$ cat src/rtl/lru_age_pkg.sv
// Package lru_age_pkg
// Shared definitions for the replacement unit. It selects how recency is
// tracked from the associativity. It assumes nothing about clocking.
package lru_age_pkg;

    typedef enum logic {
        TRACK_AGING = 1'b0,
        TRACK_BIT   = 1'b1
    } lru_track_e;

    // Pick the tracking scheme: one bit per set for two ways, counters otherwise.
    function automatic lru_track_e track_for(int unsigned ways);
        return (ways == 2) ? TRACK_BIT : TRACK_AGING;
    endfunction

endpackage

$ cat src/rtl/lru_touch_mux.sv
// Module lru_touch_mux
// Merges the hit and fill strobes into one touch command. A fill takes
// priority over a hit in the same cycle, and the hit is then dropped.
// The block is purely combinational.
module lru_touch_mux #(
    parameter int SET_W = 2,
    parameter int WAY_W = 2
) (
    input  logic             hit_vld,
    input  logic [SET_W-1:0] hit_set,
    input  logic [WAY_W-1:0] hit_way,
    input  logic             fill_vld,
    input  logic [SET_W-1:0] fill_set,
    input  logic [WAY_W-1:0] fill_way,
    output logic             t_vld,
    output logic [SET_W-1:0] t_set,
    output logic [WAY_W-1:0] t_way
);

    // Choose the touch source, giving the fill priority.
    always_comb begin
        t_vld = fill_vld | hit_vld;
        if (fill_vld) begin
            t_set = fill_set;
            t_way = fill_way;
        end else begin
            t_set = hit_set;
            t_way = hit_way;
        end
    end

endmodule

$ cat src/rtl/lru_age_bank.sv
// Module lru_age_bank
// Holds one saturating age counter per way per set. A touch clears the
// counter of the touched way and ages the rest of that set. It returns the
// counter row of the set being read, combinationally.
// It assumes NUM_SETS is a power of two and the reset is synchronous.
module lru_age_bank #(
    parameter int NUM_SETS = 4,
    parameter int NUM_WAYS = 4,
    parameter int CNT_W    = 3,
    parameter int SET_W    = 2,
    parameter int WAY_W    = 2
) (
    input  logic                            clk,
    input  logic                            rst_n,
    input  logic                            t_vld,
    input  logic [SET_W-1:0]                t_set,
    input  logic [WAY_W-1:0]                t_way,
    input  logic [SET_W-1:0]                rd_set,
    output logic [NUM_WAYS-1:0][CNT_W-1:0]  rd_row
);

    localparam logic [CNT_W-1:0] CNT_MAX = '1;

    logic [NUM_WAYS-1:0][CNT_W-1:0] rows [NUM_SETS];

    for (genvar s = 0; s < NUM_SETS; s++) begin : g_set
        logic [NUM_WAYS-1:0][CNT_W-1:0] row_q;
        logic                           sel;

        assign sel     = t_vld && (t_set == SET_W'(s));
        assign rows[s] = row_q;

        // Clear the touched way and age the others, saturating at the maximum.
        always_ff @(posedge clk) begin
            if (!rst_n) begin
                row_q <= '0;
            end else if (sel) begin
                for (int w = 0; w < NUM_WAYS; w++) begin
                    if (t_way == WAY_W'(w)) begin
                        row_q[w] <= '0;
                    end else if (row_q[w] != CNT_MAX) begin
                        row_q[w] <= row_q[w] + 1'b1;
                    end
                end
            end
        end
    end

    // Read out the row of the requested set.
    always_comb begin
        rd_row = rows[rd_set];
    end

endmodule

$ cat src/rtl/lru_oldest_pick.sv
// Module lru_oldest_pick
// Returns the index of the largest counter in a row. Among equal counts the
// lowest index wins. The block is purely combinational and its depth is
// linear in NUM_WAYS.
module lru_oldest_pick #(
    parameter int NUM_WAYS = 4,
    parameter int CNT_W    = 3,
    parameter int WAY_W    = 2
) (
    input  logic [NUM_WAYS-1:0][CNT_W-1:0] row,
    output logic [WAY_W-1:0]               oldest
);

    logic [CNT_W-1:0] best_val;

    // Scan upward. A strict compare keeps the earliest of any tied maxima.
    always_comb begin
        oldest   = '0;
        best_val = row[0];
        for (int i = 1; i < NUM_WAYS; i++) begin
            if (row[i] > best_val) begin
                best_val = row[i];
                oldest   = WAY_W'(i);
            end
        end
    end

endmodule

$ cat src/rtl/lru_bit_bank.sv
// Module lru_bit_bank
// Two-way recency store with one bit per set. Touching way 0 sets the bit
// and touching way 1 clears it. The bit read out is the victim way.
// It assumes NUM_SETS is a power of two and the reset is synchronous.
module lru_bit_bank #(
    parameter int NUM_SETS = 4,
    parameter int SET_W    = 2
) (
    input  logic             clk,
    input  logic             rst_n,
    input  logic             t_vld,
    input  logic [SET_W-1:0] t_set,
    input  logic             t_way,
    input  logic [SET_W-1:0] rd_set,
    output logic             rd_bit
);

    logic [NUM_SETS-1:0] bits_q;

    // Point the bit of the touched set at the way that was not touched.
    always_ff @(posedge clk) begin
        if (!rst_n) begin
            bits_q <= '0;
        end else if (t_vld) begin
            bits_q[t_set] <= ~t_way;
        end
    end

    // Read the bit of the requested set.
    always_comb begin
        rd_bit = bits_q[rd_set];
    end

endmodule

$ cat src/rtl/lru_age_unit.sv
// Module lru_age_unit
// Top of the replacement unit. It merges the touch strobes, keeps recency
// with either per-way age counters or one bit per set (chosen from
// NUM_WAYS), and registers the victim answer one cycle after the request.
// It assumes NUM_SETS and NUM_WAYS are powers of two, NUM_WAYS >= 2 and
// CNT_W >= 1. The reset is synchronous and active low.
module lru_age_unit
    import lru_age_pkg::*;
#(
    parameter int NUM_SETS = 4,
    parameter int NUM_WAYS = 4,
    parameter int CNT_W    = 3,
    localparam int SET_W   = (NUM_SETS > 1) ? $clog2(NUM_SETS) : 1,
    localparam int WAY_W   = (NUM_WAYS > 1) ? $clog2(NUM_WAYS) : 1
) (
    input  logic             clk,
    input  logic             rst_n,
    input  logic             hit_vld,
    input  logic [SET_W-1:0] hit_set,
    input  logic [WAY_W-1:0] hit_way,
    input  logic             fill_vld,
    input  logic [SET_W-1:0] fill_set,
    input  logic [WAY_W-1:0] fill_way,
    input  logic             vic_req,
    input  logic [SET_W-1:0] vic_set,
    output logic [WAY_W-1:0] vic_way,
    output logic             vic_vld
);

    localparam lru_track_e TRACK = track_for(NUM_WAYS);

    logic             t_vld;
    logic [SET_W-1:0] t_set;
    logic [WAY_W-1:0] t_way;
    logic [WAY_W-1:0] pick_way;

    lru_touch_mux #(
        .SET_W(SET_W),
        .WAY_W(WAY_W)
    ) u_touch (
        .hit_vld (hit_vld),
        .hit_set (hit_set),
        .hit_way (hit_way),
        .fill_vld(fill_vld),
        .fill_set(fill_set),
        .fill_way(fill_way),
        .t_vld   (t_vld),
        .t_set   (t_set),
        .t_way   (t_way)
    );

    if (TRACK == TRACK_BIT) begin : g_bit
        logic rd_bit;

        lru_bit_bank #(
            .NUM_SETS(NUM_SETS),
            .SET_W   (SET_W)
        ) u_bank (
            .clk   (clk),
            .rst_n (rst_n),
            .t_vld (t_vld),
            .t_set (t_set),
            .t_way (t_way[0]),
            .rd_set(vic_set),
            .rd_bit(rd_bit)
        );

        assign pick_way = WAY_W'(rd_bit);
    end else begin : g_age
        logic [NUM_WAYS-1:0][CNT_W-1:0] rd_row;

        lru_age_bank #(
            .NUM_SETS(NUM_SETS),
            .NUM_WAYS(NUM_WAYS),
            .CNT_W   (CNT_W),
            .SET_W   (SET_W),
            .WAY_W   (WAY_W)
        ) u_bank (
            .clk   (clk),
            .rst_n (rst_n),
            .t_vld (t_vld),
            .t_set (t_set),
            .t_way (t_way),
            .rd_set(vic_set),
            .rd_row(rd_row)
        );

        lru_oldest_pick #(
            .NUM_WAYS(NUM_WAYS),
            .CNT_W   (CNT_W),
            .WAY_W   (WAY_W)
        ) u_pick (
            .row   (rd_row),
            .oldest(pick_way)
        );
    end

    // Register the victim answer. The way holds its value between requests.
    always_ff @(posedge clk) begin
        if (!rst_n) begin
            vic_vld <= 1'b0;
            vic_way <= '0;
        end else begin
            vic_vld <= vic_req;
            if (vic_req) begin
                vic_way <= pick_way;
            end
        end
    end

endmodule

$ cat config.mk
export PLATFORM = sky130hd
export DESIGN_NAME = lru_age_unit
export DESIGN_NICKNAME = d
export VERILOG_FILES = /design/src/rtl/lru_age_pkg.sv /design/src/rtl/lru_touch_mux.sv /design/src/rtl/lru_age_bank.sv /design/src/rtl/lru_oldest_pick.sv /design/src/rtl/lru_bit_bank.sv /design/src/rtl/lru_age_unit.sv
export SDC_FILE = /design/constraint.sdc
export NUM_CORES = 1
export LEC_CHECK = 0
export ABC_AREA = 1
export CAP_MARGIN = 40
export CORE_MARGIN = 1
export CORE_UTILIZATION = 45
export CTS_CLUSTER_DIAMETER = 60
export DETAILED_ROUTE_END_ITERATION = 16
export SLEW_MARGIN = 20
export SYNTH_ARGS = -nofsm -noshare
export SYNTH_HDL_FRONTEND = slang
export SYNTH_SLANG_ARGS = --single-unit
$ cat constraint.sdc
create_clock -name clk -period 9.08 [get_ports clk]
set_input_delay 1.816 -clock clk [delete_from_list [all_inputs] [get_ports clk]]
set_output_delay 1.816 -clock clk [all_outputs]
set_load 0.01 [all_outputs]
; ---- Yosys cells after proc, flatten, opt, wreduce, memory -nomap -nowiden
; Cells that the tools add are included.
[totals]
regBits = 51
latch_bits = 0
mem_bits_rw = 0
rom_bits = 0
input_bits = 15
output_inout_bits = 3
n_memories = 0
[op_classes]
add_sub_neg = 16
multipliers = 0
div = 0
magnitude_cmp = 4
eq_ne = 22
n_shift = 0
muxes = 42
bitwise = 2
reduce_logical = 38
[ops]
columns = cell, count
row1 = $mux 3, 34
row2 = $add 3x1->3 const B, 16
row3 = $ne 3x3->1 const B, 16
row4 = $reduce_and 2->1, 16
row5 = $reduce_bool 2->1, 16
row6 = $bmux 12 s2, 1
row7 = $mux 12, 2
row8 = $gt 3x3->1, 3
row9 = $eq 2x2->1 const B, 4
row10 = $mux 2, 4
row11 = $eq 2x1->1 const B, 2
row12 = $logic_and 1x1->1, 4
row13 = $logic_not 2->1, 2
row14 = $ge 3x3->1 const B, 1
row15 = $not 2->3, 1
row16 = $mux 1, 1
row17 = $or 1x1->1, 1

; ---- Depth between registers and ports, before layout
; Gate-level depths: netlist (run 1).
[depth]
ltp_word = 10
mapped_depth = 28
mapped_depth_nobuf = 26

; ---- Cells and area by module
; From an unflattened synthesis (run 1), not the netlist that was laid out.
[hier_totals]
cells_unflattened = 547
area_unflattened_um2 = 3507.1
[modules_own_cells]
columns = module, n_inst, cells_per_inst, area_per_inst_um2, seq_area_each_um2
row1 = lru_age_bank, 1, 465, 3027.9, 960.9
row2 = lru_oldest_pick, 1, 53, 319.1, 0.0
row3 = lru_age_unit, 1, 15, 105.1, 60.1
row4 = lru_touch_mux, 1, 14, 55.1, 0.0

; ---- Worst setup path before layout (run 1)
; OpenSTA, ideal clock, no wires.
[synth_path]
kind = input-to-reg
startpoint = input vic_set[0]
endpoint = register vic_way[1]
setup_ps = 109
arrival_time_ps = 4858
slack_ps = 4113
cell_stages = 26
path_buffers = 2
path_cell_list = buf_4 -> inv_1 -> buf_4 -> nand2_1 -> nand3_1 -> nand2_1 -> ha_1 -> nand2_1 -> nor2_1 -> nor2_1 -> nor2_1 -> nand2_1 -> and2_1 -> ha_1 -> nand2_1 -> o21ai_0 -> nand2_1 -> nand3_1 -> nand2_1 -> ha_1 -> nand3b_1 -> nand2_1 -> a21boi_0 -> nand2_1 -> nand2_1 -> inv_1
[synth_between]
elab_chain_cells = 10
[synth_lines]
columns = item, line_no
row1 = "start, declared", lru_age_unit.sv:25  ; input logic [SET_W-1:0] vic_set,
row2 = $not 2->3 (not written as such) *, lru_age_bank.sv:51  ; rd_row = rows[rd_set];
row3 = $bmux 12 s2 *, lru_age_bank.sv:51
row4 = $mux 12 (not written as such) * (2 in a row), lru_age_bank.sv:51
row5 = $gt 3x3->1, lru_oldest_pick.sv:21  ; if (row[i] > best_val) begin
row6 = $mux 3, lru_oldest_pick.sv:21
row7 = $gt 3x3->1, lru_oldest_pick.sv:21
row8 = $mux 3, lru_oldest_pick.sv:21
row9 = $gt 3x3->1, lru_oldest_pick.sv:21
row10 = $mux 2 *, lru_oldest_pick.sv:21
row11 = "end signal, assigned", lru_age_unit.sv:106  ; vic_way <= pick_way;
row12 = "end, declared", lru_age_unit.sv:26  ; output logic [WAY_W-1:0] vic_way,
; Mark *: on every way between the ends. The rest lies on a longest branch, timed or not. The select of a mux whose other input is x is not followed.
; A chain may end at the register's enable or synchronous reset.

; ---- Final worst setup path (run 1)
[layout_path]
startpoint = input vic_set[1]
endpoint = register vic_way[1]
; The elaborated chain is that of the path after synthesis.

==> results.md, run 1 <==
- Antenna cells: 0
- Die ar.: 9150 µm²
- Most instantiated cells after synthesis: nand2_1, nor2_1, inv_1, dfxtp_1, ha_1
- CTS tree: built
- Worst slew margin: 57.2%
- Leak: 2.43 nW
- CP max FO: 13
- Share of the synthesized area in the top cell type: 25.9%
- CTS Buf Count: 5
- Post-synth EDFFs: 0
- Clk sinks: 51
- Req. time, crit path: 9.31 ns
- Final ANT Viol Nets: 0
- H-tree depth: 2
- Fraction of registers with async set/reset: 0%
- Setup WS pre-CTS: 2.91 ns
- Avg Cell Area, Syn: 6.29 µm²
- Post-Route WL: 8.56 mm
- Layout area overhead: 9.19%
- Crit path buf inv count: 3
- YS warnings: 0
- Largest net degree at the start of global routing: 36
- Dpl hpwl: 6.36 mm
- Die Height: 95.6 µm
- Cell Rows: 33
- Tmin final: 5.88 ns
- Top_reg_cell synth: dfxtp_1
- Critical path, cell by cell: clkdlybuf4s50_1 > inv_1 > nand2_1 > o21ai_0 > ha_1 > nand2_1 > nor2_1 > nor2_1 > nor2_1 > nand2_1 > and2_1 > ha_1 > nand2_1 > o21ai_0 > nand2_1 > nand3_1 > nand2_1 > ha_1 > nand3b_1 > nand2_1 > a21boi_0 > nand2_1 > nand2_1 > inv_1
- CP max stage delay: 0.80 ns
- Status: finished clean
- Vias per Instance: 4.77
- Initial Util: 47.3%
- RSZ-0062 raised after global routing: no
- Dominant cell by count in the synthesized netlist: nand2_1
- Gr usage total: 20.5%
- I/O pin total: 18
- Worst hold-check path type: reg -> reg
- Layout cells sized above 1: 9.67%
- Endpoints failing setup: 0
- Post-Syn Area: 3950 µm²
- Ranking of synthesized cells by area: dfxtp_1, nand2_1, ha_1
- Post-route insts no fill: 746
- Drt pass-1 iters: 4
- Worst setup path category: in -> reg
- Power density cells: 152 nW/µm²
- Syn Nets: 683
- Critical Path Most Common Cell: nand2_1
- PnR worst setup slack: 3.20 ns
- Post-synthesis cell type count: 28
- Root buffer cell: clkbuf_8
- Crit. End Element: flop
- Fin. Hold Viols: 0
- Fin crit share: 64.8%
- Nets@finish: 696
- Fillers: 843
- First-pass GRT wire length: 14.5 mm
- Clock latency on the worst-skew pair: 0.32 ns
- Hold-fix buffers, CTS: 0
- Slew @ Worst Pin: 0.638 ns
- Post-layout util: 51.7%
- Post-CTS Setup Repair Bufs: 0
- Critical Path Slowest Stage Cell: clkdlybuf4s50_1
- Core area: 8340 µm²
- CTS Buffer Depth: 2
- Worst setup SP type: primary input
- Global route total overflow: 0
- Final Skew: 0.0101 ns
- Max VDD drop: 0.0623 mV
- Final Slew Violations: 0
- CP Data Arrival Time: 6.11 ns
- Sequential share of the synthesized area: 25.9%
- Seq cells post-synth: 51
- Dpl cells: 738
- Initial antenna violation count: 0
- Vias in the first global route: 3,214
- Initial DRC count: 113
- Family with the most delay on the worst path: simple AND/OR/NAND/NOR gates
- Total of max-cap violations: 0
- Port Buf Inserts: 17
- Setup TNS: 0 ns
- Cell taking the most area after synthesis: dfxtp_1
- Post-Synthesis Cells: 627
- Vias: 3,555
- # DRC: 0
- Clock-pin slew on the worst setup and hold paths: 0.10 ns
- Max Clock Freq: 0.170 GHz
- Routability cong.: 0.861
- Total Power: 0.657 mW
- Wirelength per Cell: 11.5 µm
- Die Width: 95.6 µm
- Cts repair resizes: 0
-- metal layers --
metal | vias to the layer above | share of wire, % | track usage, %
li1 | 1917 | - | -
met1 | 1586 | 48 | 26.0
met2 | 43 | 47 | 36.3
met3 | 9 | 3.5 | 3.03
met4 | 0 | 1.1 | 5.35
met5 | - | 0 | 0
-- flip-flops by register name, summed over array words and instances, names as in the netlist --
| name | count |
|---|---|
| g_age.u_bank.g_set.row_q | 48 |
| vic_way | 2 |
| vic_vld | 1 |
-- worst paths after layout --
check | start | endpoint | slack, ns | cells after the start
max | vic_set[1] | vic_way[1]$_SDFFE_PN0P_ | 3.20 | 24
min | g_age.u_bank.g_set[1].row_q[2]$_SDFFE_PN0P_ | g_age.u_bank.g_set[1].row_q[2]$_SDFFE_PN0P_ | 0.54 | 4
max reg2reg | g_age.u_bank.g_set[2].row_q[4]$_SDFFE_PN0P_ | vic_way[1]$_SDFFE_PN0P_ | 5.47 | 22
min reg2reg | g_age.u_bank.g_set[1].row_q[2]$_SDFFE_PN0P_ | g_age.u_bank.g_set[1].row_q[2]$_SDFFE_PN0P_ | 0.54 | 4
-- through the flow --
step	cell area, µm²	hold WS (ns)
finish	4310	0.545
global route	4310	0.581
CTS	4310	0.550
detailed placement	4190	0.530
global placement	4190	0.524
floorplan	3950	0.502
-- kinds of logic (layout without fill, tap and decap cells) --
group / Yosys count / count (layout) / synth area share, %
AND/OR/NAND/NOR: 377 / 377 / 43.4
buffers and inverters: 119 / 133 / 12.2
flip-flops: 51 / 51 / 25.9
adder cells (fa/ha/maj): 41 / 41 / 13.0
AO/OA/AOI/OAI: 39 / 39 / 5.52
-- where the power goes --
group / switching [mW] / internal (mW) / leakage, nW
Clock: 0.0822 / 0.0894 / 0.0612
Sequential: 0.0158 / 0.245 / 0.420
Combinational: 0.138 / 0.0862 / 1.95
-- layout make-up --
class                           count  area (µm²)  share of cell area, %
Timing Repair Buffer               19         185                   4.30
Multi-Input combinational cell    457        2440                   56.7
Clock inverter                      2        35.0                  0.813
Clock buffer                        6        82.6                   1.92
Inverter                          106         410                   9.52
Tap cell                          105         131                   3.05
Sequential cell                    51        1020                   23.7
-- cell usage in the layout (no fill, tap or decap), types with 16 or more instances in the layout --
cell	count
nand2_1	184
nor2_1	116
ha_1	41
a21oi_1	18
clkdlybuf4s50_1	17
dfxtp_1	51
nand3_1	28
inv_1	101
nand2_2	27
o21ai_0	16
-- worst reg2reg max path: stages, from the launching register on --
cell      delay, ns
dfxtp_1        0.34
o21ai_0        0.18
o21ai_0        0.15
ha_1           0.31
nand2_1        0.07
nor2_1         0.15
nor2_1         0.08
nor2_1         0.17
nand2_1        0.09
and2_1         0.16
ha_1           0.29
nand2_1        0.05
o21ai_0        0.29
nand2_1        0.19
nand3_1        0.12
nand2_1        0.05
ha_1           0.29
nand3b_1       0.09
nand2_1        0.06
a21boi_0       0.21
nand2_1        0.08
nand2_1        0.06
inv_1          0.03
No activity file was read; power rests on OpenSTA's default activity.
==> inputs of run 2 (changes only) <==
==> constraint.sdc (replaced) <==
create_clock -name clk -period 5.8 [get_ports clk]
set_input_delay 1.16 -clock clk [delete_from_list [all_inputs] [get_ports clk]]
set_output_delay 1.16 -clock clk [all_outputs]
set_load 0.01 [all_outputs]
==> results.md, run 2 (synthesis gave the netlist of run 1 again) <==
- Top reg by flops: g_age.u_bank.g_set.row_q (unchanged)
- Max VDD drop: 0.128 mV (was 0.0623 mV)
- Crit. End Element: flop (unchanged)
- Max Clock Freq: 0.203 GHz
- Finished Cell Area: 4320 µm² (was 4310 µm²)
- Slew @ Worst Pin: 0.730 ns (was 0.638 ns)
- Dpl cells: 740 (was 738)
- Leak: 2.44 nW (was 2.43 nW)
- Die Height: 95.6 µm (unchanged)
- Vias: 3,561 (was 3,555)
- Final Skew: 0.00812 ns (was 0.0101 ns)
- Routability cong.: 0.830 (was 0.861)
- Global route total overflow: 0 (unchanged)
- Setup WS pre-CTS: 0.554 ns (was 2.91 ns)
- Die ar.: 9150 µm² (unchanged)
- Post-CTS Setup Repair Bufs: 0 (unchanged)
- Hold slack: 0.547 ns (was 0.545 ns)
- Core area: 8340 µm² (unchanged)
- Hold-fix buffers, CTS: 0 (unchanged)
- R2r worst-path depth: 25 (was 22)
- CTS Buf Count: 5 (unchanged)
- CTS tree: built (unchanged)
- Die Width: 95.6 µm (unchanged)
- Placed instance area: 4210 µm² (was 4190 µm²)
- Tmin final: 4.94 ns
- Cell Rows: 33 (unchanged)
- Port Buf Inserts: 17 (unchanged)
- Critical Path End: vic_way[1]$_SDFFE_PN0P_ (unchanged)
- Final ANT Viol Nets: 0 (unchanged)
- Req. time, crit path: 6.01 ns (was 9.31 ns)
- Layout area overhead: 9.58% (was 9.19%)
- Post-Route WL: 8.81 mm (was 8.56 mm)
- Clock-pin slew on the worst setup and hold paths: 0.10 ns (about the same)
- Vias per Instance: 4.76 (was 4.77)
- RSZ-0062 raised after global routing: no (unchanged)
- Worst setup SP type: primary input (unchanged)
- Fin crit share: 85.1%
- Clk sinks: 51 (unchanged)
- Layout cells sized above 1: 9.95% (was 9.67%)
- CTS Buffer Depth: 2 (unchanged)
- Post-layout util: 51.8% (was 51.7%)
- Root buffer cell: clkbuf_8 (unchanged)
- Initial DRC count: 107 (was 113)
- Worst slew margin: 51.1% (was 57.2%)
- Vias in the first global route: 3,462 (was 3,214)
- Status: finished clean (unchanged)
- Dpl hpwl: 6.68 mm (was 6.36 mm)
- Worst hold-check path type: reg -> reg (unchanged)
- Reg-to-reg slack, setup: 2.19 ns (was 5.47 ns)
- H-tree depth: 2 (unchanged)
- Largest register FFs: 48 (unchanged)
- Total of max-cap violations: 0 (unchanged)
- Setup TNS: 0 ns (unchanged)
- Fin. Hold Viols: 0 (unchanged)
- Largest net degree at the start of global routing: 36 (unchanged)
- # DRC: 0 (unchanged)
- Initial antenna violation count: 0 (unchanged)
- Gr usage total: 21.4% (was 20.5%)
- Endpoints failing setup: 0 (unchanged)
- CP max FO: 15 (was 13)
- Total Power: 1.03 mW (was 0.657 mW)
- Wirelength per Cell: 11.8 µm (was 11.5 µm)
- Power density cells: 238 nW/µm² (was 152 nW/µm²)
- Post-route insts no fill: 748 (was 746)
- Crit path from: vic_set[0] (was vic_set[1])
- RR Startpoint: g_age.u_bank.g_set[3].row_q[1]$_SDFFE_PN0P_ (was g_age.u_bank.g_set[2].row_q[4]$_SDFFE_PN0P_)
- Most common cell after layout, fill and taps aside: nand2_1 (unchanged)
- Most frequent cells in the layout: nand2_1, nor2_1, inv_1 (unchanged)
- I/O pin total: 18 (unchanged)
- Initial Util: 47.3% (unchanged)
- CP Data Arrival Time: 5.15 ns (was 6.11 ns)
- Cts repair resizes: 0 (unchanged)
- Final Slew Violations: 0 (unchanged)
- Critical R2R Capture: vic_way[1]$_SDFFE_PN0P_ (unchanged)
- Drt pass-1 iters: 4 (unchanged)
- First-pass GRT wire length: 15.2 mm (was 14.5 mm)
- Worst setup path category: in -> reg (unchanged)
- Clock latency on the worst-skew pair: 0.31 ns (was 0.32 ns)
- Nets@finish: 698 (was 696)
- Top flop regs: g_age.u_bank.g_set.row_q: 48 flops, vic_way: 2 flops, vic_vld: 1 flops (unchanged)
- Antenna cells: 0 (unchanged)
- PnR worst setup slack: 0.864 ns (was 3.20 ns)
run 2: cell count changes in the layout (fill, tap and decap cells not counted):
cell / previous run / this run
buf_4: 2 / 4
run 2: worst max-delay path, cell delays in order:
cell and delay, ns:
clkdlybuf4s50_1 0.48, inv_1 0.14, buf_4 0.22, nand2_1 0.07
nand2_1 0.04, nand2_1 0.04, o21ai_0 0.12, ha_1 0.31
nand2_1 0.07, nor2_1 0.16, nor2_1 0.08, nor2_1 0.17
nand2_1 0.09, and2_1 0.15, ha_1 0.29, nand2_1 0.05
o21ai_0 0.28, nand2_1 0.19, nand3_1 0.12, nand2_1 0.06
ha_1 0.28, nand3b_1 0.09, nand2_1 0.06, a21boi_0 0.22
nand2_1 0.08, nand2_1 0.07, inv_1 0.04
run 2: metal layers:
metal / routed length (µm) / part of all wire, % / global-route usage, % / up-vias
met5: 0 / 0 / 0 / -
met4: 85 / 0.96 / 4.48 / 0
met3: 245 / 2.8 / 2.71 / 8
met2: 4390 / 50 / 40.7 / 48
met1: 4090 / 46 / 25.5 / 1591
li1: - / - / - / 1914
run 2: cell type report:
cell class | count | area, µm²
fill | 901 | 4020
multi-input combinational | 457 | 2440
sequential | 51 | 1020
inverter | 106 | 410
timing repair buffer | 21 | 200
tap | 105 | 131
clock buffer | 6 | 82.6
clock inverter | 2 | 35.0
run 2: power breakdown:
part | internal [mW] | switching (mW) | total [mW]
sequential | 0.384 | 0.0242 | 0.408
combinational | 0.136 | 0.218 | 0.354
clock | 0.140 | 0.127 | 0.267
total | 0.660 | 0.370 | 1.03
run 2: worst min path at each step:
stage / from / end / slack [ns] / depth (start not counted)
finish: g_age.u_bank.g_set[1].row_q[2]$_SDFFE_PN0P_ / g_age.u_bank.g_set[1].row_q[2]$_SDFFE_PN0P_ / 0.55 / 4
global placement: g_age.u_bank.g_set[1].row_q[2]$_SDFFE_PN0P_ / g_age.u_bank.g_set[1].row_q[2]$_SDFFE_PN0P_ / 0.52 / 4
detailed placement: g_age.u_bank.g_set[1].row_q[2]$_SDFFE_PN0P_ / g_age.u_bank.g_set[1].row_q[2]$_SDFFE_PN0P_ / 0.53 / 4
floorplan: g_age.u_bank.g_set[1].row_q[10]$_SDFFE_PN0P_ / g_age.u_bank.g_set[1].row_q[10]$_SDFFE_PN0P_ / 0.50 / 4
CTS: g_age.u_bank.g_set[1].row_q[2]$_SDFFE_PN0P_ / g_age.u_bank.g_set[1].row_q[2]$_SDFFE_PN0P_ / 0.54 / 4
global route: g_age.u_bank.g_set[1].row_q[2]$_SDFFE_PN0P_ / g_age.u_bank.g_set[1].row_q[2]$_SDFFE_PN0P_ / 0.58 / 4
==> inputs of run 3 (changes only) <==
--- a/config.mk
+++ b/config.mk
@@ -7,7 +7,7 @@
 export LEC_CHECK = 0
 export ABC_AREA = 1
 export CAP_MARGIN = 40
-export CORE_MARGIN = 1
+export CORE_MARGIN = 8
 export CORE_UTILIZATION = 45
 export CTS_CLUSTER_DIAMETER = 60
 export DETAILED_ROUTE_END_ITERATION = 16
==> results.md, run 3 (synthesis gave the netlist of run 1 again) <==
- Nets@finish: 697 (was 698)
- Wirelength per Cell: 11.7 µm (was 11.8 µm)
- Reg-to-reg slack, setup: 2.23 ns (was 2.19 ns)
- Layout cells sized above 1: 9.67% (was 9.95%)
- Initial antenna violation count: 0 (unchanged)
- Antenna cells: 0 (unchanged)
- Final Slew Violations: 0 (unchanged)
- Fin. Hold Viols: 0 (unchanged)
- Family with the most delay on the worst path: simple AND/OR/NAND/NOR gates (unchanged)
- RR Startpoint: g_age.u_bank.g_set[3].row_q[4]$_SDFFE_PN0P_ (was g_age.u_bank.g_set[3].row_q[1]$_SDFFE_PN0P_)
- Power density cells: 228 nW/µm² (was 238 nW/µm²)
- CTS tree: built (unchanged)
- R2r worst-path depth: 22 (was 25)
- Max VDD drop: 0.138 mV (was 0.128 mV)
- Req. time, crit path: 6.01 ns (about the same)
- Largest net degree at the start of global routing: 36 (unchanged)
- Vias per Instance: 4.64 (was 4.76)
- Tmin final: 5.00 ns (was 4.94 ns)
- CP Data Arrival Time: 5.21 ns (was 5.15 ns)
- Status: finished clean (unchanged)
- RSZ-0062 raised after global routing: no (unchanged)
- Worst setup path category: in -> reg (unchanged)
- Initial Util: 45.9% (was 47.3%)
- Worst slew margin: 54.2% (was 51.1%)
- Dpl cells: 742 (was 740)
- Die Width: 110 µm (was 95.6 µm)
- Crit path buf inv count: 5 (was 4)
- Critical R2R Capture: vic_way[1]$_SDFFE_PN0P_ (unchanged)
- Met1 Track Usage GR: 19.1% (was 25.5%)
- Root buffer cell: clkbuf_8 (unchanged)
- Post-Route WL: 8.73 mm (was 8.81 mm)
- Post-layout util: 49.9% (was 51.8%)
- # DRC: 0 (unchanged)
- Largest register FFs: 48 (unchanged)
- Vias in the first global route: 3,331 (was 3,462)
- Port Buf Inserts: 17 (unchanged)
- CTS Buffer Depth: 2 (unchanged)
- Cts repair resizes: 0 (unchanged)
- Initial DRC count: 125 (was 107)
- Hold-fix buffers, CTS: 0 (unchanged)
- First-pass GRT wire length: 15.2 mm (about the same)
- Core area: 8590 µm² (was 8340 µm²)
- Most common cell after layout, fill and taps aside: nand2_1 (unchanged)
- I/O pin total: 18 (unchanged)
- Drt pass-1 iters: 4 (unchanged)
- Clk sinks: 51 (unchanged)
- Final ANT Viol Nets: 0 (unchanged)
- Post-CTS Setup Repair Bufs: 0 (unchanged)
- Dpl hpwl: 6.56 mm (was 6.68 mm)
- Critical Path Most Common Cell: nand2_1 (unchanged)
- Endpoints failing setup: 0 (unchanged)
- Gr busiest metal: met2 (unchanged)
- Routability cong.: 0.844 (was 0.830)
- Critical Path Slowest Stage Cell: clkdlybuf4s50_1 (unchanged)
- Total of max-cap violations: 0 (unchanged)
- Hold endpoint: g_age.u_bank.g_set[2].row_q[4]$_SDFFE_PN0P_ (was g_age.u_bank.g_set[1].row_q[2]$_SDFFE_PN0P_)
- Vias: 3,476 (was 3,561)
- Final Skew: 0.00427 ns (was 0.00812 ns)
- Setup TNS: 0 ns (unchanged)
- Top reg by flops: g_age.u_bank.g_set.row_q (unchanged)
- CTS Buf Count: 5 (unchanged)
- Die ar.: 12,000 µm² (was 9150 µm²)
- Worst setup SP type: primary input (unchanged)
- Layout area overhead: 8.72% (was 9.58%)
- CP max stage delay: 0.41 ns (was 0.48 ns)
- Leak: 2.42 nW (was 2.44 nW)
- Cell Rows: 34 (was 33)
- Worst hold-check path type: reg -> reg (unchanged)
- Crit. End Element: flop (unchanged)
- Die Height: 110 µm (was 95.6 µm)
- Fin crit share: 86.2% (was 85.1%)
- Hold slack: 0.536 ns (was 0.547 ns)
- Gr usage total: 15.5% (was 21.4%)
- H-tree depth: 2 (unchanged)
- HP Start: g_age.u_bank.g_set[2].row_q[4]$_SDFFE_PN0P_ (was g_age.u_bank.g_set[1].row_q[2]$_SDFFE_PN0P_)
- Clock-pin slew on the worst setup and hold paths: 0.10 ns (about the same)
- Hold Crit Depth: 4 (unchanged)
- Post-route insts no fill: 749 (was 748)
- Clock latency on the worst-skew pair: 0.30 ns (was 0.31 ns)
- GR Layer Usage met2: 27.7% (was 40.7%)
- Slew @ Worst Pin: 0.683 ns (was 0.730 ns)
- Top flop regs: g_age.u_bank.g_set.row_q: 48 flops, vic_way: 2 flops, vic_vld: 1 flops (unchanged)
- Most frequent cells in the layout: nand2_1, nor2_1, inv_1 (unchanged)
- CP max FO: 13 (was 15)
- Global route total overflow: 0 (unchanged)
- Met3 global-route usage: 2.29% (was 2.71%)
- Max Clock Freq: 0.200 GHz (was 0.203 GHz)
-- run 3: cell type report --
type / count / area [µm²]
repair buffers: 20 / 193
multi-input cells: 457 / 2440
clock inverters: 1 / 5.00
well taps: 108 / 135
clock buffers: 6 / 82.6
flip-flops and latches: 51 / 1020
fillers: 883 / 4300
inverters: 106 / 410
-- run 3: routing by layer --
metal  vias up  wire (µm)
li1       1916          -
met1      1517       4210
met2        39       4150
met3         4        314
met4         0         53
met5         -          0
-- run 3: report_power, final --
part	total (mW)	leakage (nW)	internal, mW	switching [mW]
Clock	0.216	0.0470	0.0942	0.122
Combinational	0.352	1.95	0.136	0.216
Sequential	0.409	0.420	0.384	0.0255
-- run 3: worst max path at each step --
stage                                   end  slack (ns)  startpoint  cells after the start
CTS                 vic_way[1]$_SDFFE_PN0P_        0.81  vic_set[1]                     26
finish              vic_way[1]$_SDFFE_PN0P_        0.80  vic_set[1]                     26
global route        vic_way[1]$_SDFFE_PN0P_        0.31  vic_set[0]                     26
detailed placement  vic_way[1]$_SDFFE_PN0P_        0.49  vic_set[1]                     26
global placement    vic_way[1]$_SDFFE_PN0P_        0.63  vic_set[1]                     26
floorplan           vic_way[1]$_SDFFE_PN0P_        1.49  vic_set[0]                     26
-- run 3: tightest hold or removal path: stages (launching register included) --
cell and delay (ns):
dfxtp_1 0.33, inv_1 0.05, nand2_1 0.04, nand2_1 0.05, nor2_1 0.03
-- run 3: metrics by stage --
step / power [mW] / cell area [µm²] / setup WS [ns]
floorplan: 0.684 / 3950 / 1.49
global placement: 0.756 / 4200 / 0.633
detailed placement: 0.770 / 4200 / 0.493
CTS: 0.989 / 4290 / 0.814
global route: 1.06 / 4290 / 0.307
finish: 0.978 / 4290 / 0.799
